<file path="config.mk">
export PLATFORM = sky130hd
export DESIGN_NAME = sleep_guard_ctrl
export DESIGN_NICKNAME = d
export VERILOG_FILES = /design/src/rtl/slp_pkg.sv /design/src/rtl/slp_sync.sv /design/src/rtl/slp_timer.sv /design/src/rtl/slp_fsm.sv /design/src/rtl/slp_gate.sv /design/src/rtl/sleep_guard_ctrl.sv
export SDC_FILE = /design/constraint.sdc
export NUM_CORES = 1
export LEC_CHECK = 0
export CAP_MARGIN = 15
export CORE_AREA = 8 8 45 47
export DETAILED_ROUTE_END_ITERATION = 10
export DIE_AREA = 0 0 53 55
export GPL_TIMING_DRIVEN = 0
export PLACE_DENSITY = 0.6
export SYNTH_ARGS = -nofsm -noshare
export SYNTH_HDL_FRONTEND = slang
export SYNTH_SLANG_ARGS = --single-unit
</file>
<file path="constraint.sdc">
create_clock -name clk -period 1.7 [get_ports clk]
set_input_delay 0.17 -clock clk [delete_from_list [all_inputs] [get_ports clk]]
set_output_delay 0.17 -clock clk [all_outputs]
set_load 0.05 [all_outputs]
</file>
<file path="src/rtl/slp_pkg.sv">
package slp_pkg;
  typedef enum logic [1:0] {
    ST_AWAKE      = 2'd0,
    ST_ENTERING   = 2'd1,
    ST_ASLEEP     = 2'd2,
    ST_RECOVERING = 2'd3
  } slp_state_e;
endpackage

</file>
<file path="src/rtl/slp_sync.sv">
module slp_sync #(
  parameter int STAGES = 2
) (
  input  logic clk,
  input  logic rst_n,
  input  logic async_i,
  output logic sync_o
);
  logic [STAGES-1:0] chain;

  genvar g;
  generate
    for (g = 0; g < STAGES; g++) begin : g_stage
      always_ff @(posedge clk or negedge rst_n) begin
        if (!rst_n) chain[g] <= 1'b0;
        else if (g == 0) chain[g] <= async_i;
        else chain[g] <= chain[(g == 0) ? 0 : g-1];
      end
    end
  endgenerate

  assign sync_o = chain[STAGES-1];
endmodule

</file>
<file path="src/rtl/slp_timer.sv">
module slp_timer #(
  parameter int GUARD = 2,
  localparam int CW = $clog2(GUARD + 1)
) (
  input  logic clk,
  input  logic rst_n,
  input  logic clr_i,
  input  logic run_i,
  output logic done_o
);
  localparam logic [CW-1:0] CMAX = '1;
  localparam logic [CW-1:0] CLAST = CW'(GUARD - 1);

  logic [CW-1:0] cnt;

  always_ff @(posedge clk or negedge rst_n) begin
    if (!rst_n) cnt <= '0;
    else if (clr_i) cnt <= '0;
    else if (run_i && cnt != CMAX) cnt <= cnt + 1'b1;
  end

  assign done_o = run_i && (cnt == CLAST);

  AST_CNT_CLEARED: assert property (@(posedge clk) disable iff (!rst_n)
    clr_i |=> (cnt == '0));
  AST_CNT_STEP: assert property (@(posedge clk) disable iff (!rst_n)
    (run_i && !clr_i && cnt != CMAX) |=> (cnt == $past(cnt) + 1'b1));
endmodule

</file>
<file path="src/rtl/slp_fsm.sv">
module slp_fsm
  import slp_pkg::*;
#(
  parameter int GUARD = 2
) (
  input  logic       clk,
  input  logic       rst_n,
  input  logic       req_s_i,
  input  logic       cmd_i,
  output slp_state_e state_o,
  output logic       low_power_o,
  output logic       violation_o
);
  slp_state_e state, state_nx;
  logic in_window, win_done, lp_q, viol_q;

  assign in_window = (state == ST_ENTERING) || (state == ST_RECOVERING);

  slp_timer #(.GUARD(GUARD)) u_timer (
    .clk    (clk),
    .rst_n  (rst_n),
    .clr_i  (!in_window),
    .run_i  (in_window),
    .done_o (win_done)
  );

  always_comb begin
    state_nx = state;
    unique case (state)
      ST_AWAKE:      if (req_s_i)  state_nx = ST_ENTERING;
      ST_ENTERING:   if (win_done) state_nx = ST_ASLEEP;
      ST_ASLEEP:     if (!req_s_i) state_nx = ST_RECOVERING;
      ST_RECOVERING: if (win_done) state_nx = ST_AWAKE;
      default:       state_nx = ST_AWAKE;
    endcase
  end

  always_ff @(posedge clk or negedge rst_n) begin
    if (!rst_n) begin
      state  <= ST_AWAKE;
      lp_q   <= 1'b0;
      viol_q <= 1'b0;
    end else begin
      state <= state_nx;
      if (state == ST_ENTERING && win_done) lp_q <= 1'b1;
      else if (state == ST_AWAKE && cmd_i && !req_s_i) lp_q <= 1'b0;
      else if (state == ST_AWAKE && cmd_i) lp_q <= 1'b0;
      if (in_window && cmd_i) viol_q <= 1'b1;
    end
  end

  assign state_o     = state;
  assign low_power_o = lp_q;
  assign violation_o = viol_q;

  AST_ENTER_ON_REQ: assert property (@(posedge clk) disable iff (!rst_n)
    (state == ST_AWAKE && req_s_i) |=> (state == ST_ENTERING));
  AST_SLEEP_VIA_ENTRY: assert property (@(posedge clk) disable iff (!rst_n)
    (state != ST_ASLEEP) |=> (state != ST_ASLEEP || $past(state) == ST_ENTERING));
  AST_ENTRY_COMMITS: assert property (@(posedge clk) disable iff (!rst_n)
    (state == ST_ENTERING) |=> (state == ST_ENTERING || state == ST_ASLEEP));
  AST_VIOL_STICKY: assert property (@(posedge clk) disable iff (!rst_n)
    violation_o |=> violation_o);
  AST_LP_HOLD: assert property (@(posedge clk) disable iff (!rst_n)
    (low_power_o && !(state == ST_AWAKE && cmd_i)) |=> low_power_o);
endmodule

</file>
<file path="src/rtl/slp_gate.sv">
module slp_gate
  import slp_pkg::*;
(
  input  logic       clk,
  input  logic       rst_n,
  input  slp_state_e state_i,
  input  logic       strobe_i,
  input  logic       write_i,
  output logic       strobe_ok_o,
  output logic       write_ok_o,
  output logic       core_clk_en_o,
  output logic       force_desel_o,
  output logic       dq_hiz_o
);
  logic open_q;

  always_comb begin
    open_q        = (state_i == ST_AWAKE);
    core_clk_en_o = (state_i != ST_ASLEEP);
    force_desel_o = !open_q;
    dq_hiz_o      = (state_i == ST_ASLEEP);
    strobe_ok_o   = strobe_i && open_q;
    write_ok_o    = write_i && open_q;
  end

  AST_NO_PASS_BLOCKED: assert property (@(posedge clk) disable iff (!rst_n)
    force_desel_o |-> (!strobe_ok_o && !write_ok_o));
  AST_CLK_OFF_DESEL: assert property (@(posedge clk) disable iff (!rst_n)
    !core_clk_en_o |-> (force_desel_o && dq_hiz_o));
endmodule

</file>
<file path="src/rtl/sleep_guard_ctrl.sv">
module sleep_guard_ctrl
  import slp_pkg::*;
#(
  parameter int SYNC_STAGES  = 2,
  parameter int GUARD_CYCLES = 2
) (
  input  logic clk,
  input  logic rst_n,
  input  logic sleep_req_i,
  input  logic strobe_i,
  input  logic write_i,
  output logic strobe_ok_o,
  output logic write_ok_o,
  output logic core_clk_en_o,
  output logic force_desel_o,
  output logic dq_hiz_o,
  output logic low_power_o,
  output logic violation_o
);
  logic       req_s;
  slp_state_e state;

  slp_sync #(.STAGES(SYNC_STAGES)) u_sync (
    .clk     (clk),
    .rst_n   (rst_n),
    .async_i (sleep_req_i),
    .sync_o  (req_s)
  );

  slp_fsm #(.GUARD(GUARD_CYCLES)) u_fsm (
    .clk         (clk),
    .rst_n       (rst_n),
    .req_s_i     (req_s),
    .cmd_i       (strobe_i || write_i),
    .state_o     (state),
    .low_power_o (low_power_o),
    .violation_o (violation_o)
  );

  slp_gate u_gate (
    .clk           (clk),
    .rst_n         (rst_n),
    .state_i       (state),
    .strobe_i      (strobe_i),
    .write_i       (write_i),
    .strobe_ok_o   (strobe_ok_o),
    .write_ok_o    (write_ok_o),
    .core_clk_en_o (core_clk_en_o),
    .force_desel_o (force_desel_o),
    .dq_hiz_o      (dq_hiz_o)
  );

  AST_LP_WHEN_ASLEEP: assert property (@(posedge clk) disable iff (!rst_n)
    dq_hiz_o |-> low_power_o);
endmodule

</file>
# Word-level counts from Yosys, hierarchy flattened
# Cells that the tools add are included.
dict set report word_totals {
  wordCells 43
  out_inout_bits 7
  inputBits 5
  regBits 8
}
dict set report classes {
  n_addsub 1
  n_mux 10
  reduce_logical 15
  n_eq_ne 11
}
# cell n
set op_table {}
lappend op_table {{two-way mux 2 bit} 6}
lappend op_table {{inequality test 2 bit, second input constant} 5}
lappend op_table {{logical AND 1 bit} 8}
lappend op_table {{case mux 2 bit (4 select lines)} 1}
lappend op_table {{equality test 2 x 1 -> 1 bit, second input constant} 2}
lappend op_table {{equality test 2 bit, second input constant} 2}
lappend op_table {{inequality test 2 x 1 -> 1 bit, second input constant} 2}
lappend op_table {{AND reduction 4 bit} 1}
lappend op_table {{two-way mux 1 bit} 3}
lappend op_table {{nonzero test 3 bit} 1}
lappend op_table {{adder 2 x 1 -> 2 bit, second input constant} 1}
lappend op_table {{zero test 1 bit} 2}
lappend op_table {{zero test 2 bit} 1}
lappend op_table {{logical OR 1 bit} 2}

# Longest topological paths before layout
dict set report logic_depth {
  word_depth 5
  mapped_depth 5
  ltp_nobuf 5
}

# Cells and area by module
# Synthesis repeated with hierarchy kept, for this count alone.
dict set report unflattened {
  cells_unflattened 44
  hier_area_um2 493.0
}
# module cells_each seq_area_each_um2 area_per_inst_um2 instances
set by_module_without_submodules {}
lappend by_module_without_submodules {slp_fsm 24 100.1 269.0 1}
lappend by_module_without_submodules {slp_timer 12 50.0 133.9 1}
lappend by_module_without_submodules {slp_sync 2 50.0 50.0 1}
lappend by_module_without_submodules {slp_gate 5 0.0 33.8 1}
lappend by_module_without_submodules {sleep_guard_ctrl 1 0.0 6.3 1}

# Worst setup path before layout
# No wires, ideal clock.
dict set report synth_path {
  path_type {reg-to-reg}
  startpoint {register u_fsm.state[0], in the netlist u_fsm.state_o[0]}
  endpoint {register u_fsm.state[1], in the netlist u_fsm.state_o[1]}
  synth_period_minus_slack_ns 1.686
  stages_incl_launch_ff 6
  path_buffers 0
  slack_ns 0.014
  arrival_time_ns 1.561
  required_time_ns 1.575
  path_cell_list {dfrtp_1 -> inv_1 -> ha_1 -> nand2_1 -> o221ai_2 -> mux2_4}
}
# element line
set synth_lines {}
lappend synth_lines {{from (decl)} slp_fsm.sv:14} ;# slp_state_e state, state_nx;
lappend synth_lines {{from (signal assigned)} slp_fsm.sv:44} ;# state <= state_nx;
lappend synth_lines {{equality test 2 bit (*)} --}
lappend synth_lines {{named net dq_hiz_o} sleep_guard_ctrl.sv:16} ;# output logic dq_hiz_o,
lappend synth_lines {{inequality test 2 bit (no line)} --}
lappend synth_lines {{AND reduction 4 bit (no line)} --}
# Mark *: on every way through the listed nets, which the timed path passes. The rest lies on a longest branch.
# A chain may end at the register's enable or synchronous reset.

# Worst setup path after layout
dict set report layout_path {
  startpoint {register u_fsm.state[0], in the netlist u_fsm.state_o[0]}
  endpoint {output port force_desel_o}
}
dict set report layout_via {
  elab_chain_cells 2
}
# element line
set layout_lines {}
lappend layout_lines {{zero test 2 bit} slp_gate.sv:18} ;# open_q = (state_i == ST_AWAKE);
lappend layout_lines {{zero test 1 bit} slp_gate.sv:20} ;# force_desel_o = !open_q;
lappend layout_lines {{to (decl)} sleep_guard_ctrl.sv:15} ;# output logic force_desel_o,
# Every way passes these cells.

==> flow_metrics.tcl <==
set metrics [dict create \
    status "finished clean" \
    start_util 0.311 \
    clock.fmax_ghz 0.623 \
    synth_fp_nets 50 \
    final_common_cell "dfrtp_1" \
    slowest_delay_ps 370 \
    path_cells "inv_1, ha_1, inv_1, clkdlybuf4s15_2" \
    syn_area_per_cell_um2 11.3 \
    path_clk_slew_ps 60 \
    portBuffers 11 \
    clock_latency_ps 260 \
    end_kind "output pin" \
    rsz0062_at_grt "false" \
    grt_overflow_total 0 \
    drc_errors 0 \
    finalHoldViolations 0 \
    num_io_pins 12 \
    worstMarginPinSlew_ps 492 \
    r2r_slack_ps 190 \
    final_cell_mix "dfrtp_1 (8), ha_1 (7), nor2_1 (6), clkdlybuf4s50_1 (6), inv_1 (5)" \
    synth_top_area_share 0.465 \
    synth_cell_type_count 15 \
    fin_nets 66 \
    via_per_inst 4.43 \
    wire_per_inst_um 12.2 \
    critPathKind "register to output pin" \
    drive_gt1_frac 0.250 \
    clockBufferDepth 2 \
    drv_cap 0 \
    area_delta_synth_final_pct 34.0 \
    synth_top_area_cell "dfrtp_1" \
    min_period_over_period 0.944 \
    setup_viol 0 \
    vdd_drop_max_uv 829 \
    required_ps 1530 \
    min_path_type "primary input to async pin" \
    hold-worst-slack_ps 183 \
    htree_levels 1 \
    arrival_ps 1430 \
    cp_slowest_cell "dfrtp_1" \
    cts-buffers-inserted 3 \
    die-width_um 53 \
    core_area_mm2 0.00138 \
    powerDensity_mw_per_mm2 2000 \
    cts_hold_buffers 0 \
    p_leak_nw 0.282 \
    ant_nets 0 \
    seq_area_frac_synth 0.465 \
    initialDrtViolationCount 3 \
    finalCriticalPeriod_ps 1600 \
    vias 301 \
    gp_congestion 0.726 \
    ys_seq_elements 8 \
    path_max_fanout 5 \
    crit_top_cell "inv_1" \
    n_antenna_cell 0 \
    final_util 0.417 \
    floorplan.rows 14 \
    ys_warn_count 0 \
    drv_slew 0 \
    dr.pass1.iters 4 \
    grtUsageTotal 0.0682 \
    start_kind "register" \
    die_y_um 55 \
    cts_tree "built" \
    dpl.hpwl_um 662 \
    cts-root-buf "clkbuf_4" \
    ys_top_cells_by_area "dfrtp_1 (47%), ha_1 (20%), nor2_1 (5.2%)" \
    grt_pass1_vias 302 \
    max_slew_margin 0.671 \
    clock_sinks 8 \
    syn-cell-area_um2 430 \
    wl_um 827 \
    antenna_found_initial 0 \
    netlist_instances 38 \
    fin_skew_ps 11.8 \
    grt_pass1_wl_um 1310 \
    grt_max_degree 9 \
    die_area_mm2 0.00292 \
]
==> flip-flops by register name, indices dropped and copies added (netlist names) <==
register           cells
u_fsm.violation_o      1
u_fsm.u_timer.cnt      2
u_fsm.low_power_o      1
u_fsm.state_o          2
u_sync.sync_o          1
u_sync.chain           1
==> Yosys cell counts <==
| master | number |
|---|---|
| a21oi_1 | 1 |
| a22o_2 | 1 |
| and2_1 | 2 |
| dfrtp_1 | 8 |
| ha_1 | 7 |
| inv_1 | 5 |
| mux2_2 | 1 |
| mux2_4 | 1 |
| mux2i_1 | 1 |
| nand2_1 | 1 |
| nor2_1 | 6 |
| nor2_2 | 1 |
| o21ai_0 | 1 |
| o21bai_1 | 1 |
| o221ai_2 | 1 |
==> layer usage <==
| layer | GRT usage | vias up | wire [um] |
|---|---|---|---|
| li1 | - | 151 | - |
| met1 | 0.0743 | 132 | 382 |
| met2 | 0.0840 | 14 | 323 |
| met3 | 0.0401 | 4 | 85 |
| met4 | 0.0776 | 0 | 35 |
| met5 | 0 | - | 0 |
==> layout make-up <==
cell class              instances  area, um2
clock buffers                   3       22.5
multi-input cells              25        211
fillers                       138        807
inverters                       5       18.8
flip-flops and latches          8        200
well taps                      16       20.0
repair buffers                 11        104
==> where the power goes <==
part | internal (W) | switching, W
sequential | 0.000248 | 0.0000446
combinational | 0.000275 | 0.000437
clock | 0.0000810 | 0.0000682
total | 0.000604 | 0.000550
==> timing repair <==
item	in CTS	in global routing
setup endpoints to repair	5	0
setup buffers	0	0
gates resized for setup	19	0
==> metrics by stage <==
stage / area (um2) / worst slack [ps] / TNS, ps / cells / power [W]
floorplan: 430 / 13.7 / 0 / 38 / 0.000843
global placement: 561 / -158 / -509 / 65 / 0.00103
detailed placement: 561 / -185 / -580 / 65 / 0.00104
CTS: 577 / 69.8 / 0 / 68 / 0.00118
global route: 577 / 19.0 / 0 / 68 / 0.00125
finish: 577 / 95.2 / 0 / 68 / 0.00115
==> path summary, 6_finish.rpt <==
path                             startpoint                 to  cells after the start
max in group asynchronous             rst_n   u_fsm.state_o[0]                      1
min                                   rst_n  u_fsm.low_power_o                      1
max reg2reg                u_fsm.state_o[0]   u_fsm.state_o[1]                      5
min reg2reg                 u_sync.chain[0]      u_sync.sync_o                      0
min in group clk            u_sync.chain[0]      u_sync.sync_o                      0
max                        u_fsm.state_o[0]      force_desel_o                      4
==> kinds of logic (layout without fill, tap and decap cells) <==
| kind of cell | Yosys count | count (layout) | share of synthesized area |
|---|---|---|---|
| muxes | 3 | 3 | 0.0843 |
| buffers and inverters | 5 | 19 | 0.0436 |
| adders and majority gates | 7 | 7 | 0.203 |
| and+or+nand+nor | 10 | 10 | 0.105 |
| AOI/OAI and AO/OA | 5 | 5 | 0.0988 |
| DFF | 8 | 8 | 0.465 |
==> worst max-delay path, delay by kind of cell, from the launching register on <==
family     cells  cell delay [ps]
fa+ha+maj      1              240
flops          1              370
buf+inv        3              560
Note: power is estimated with default switching activity, not from simulation.
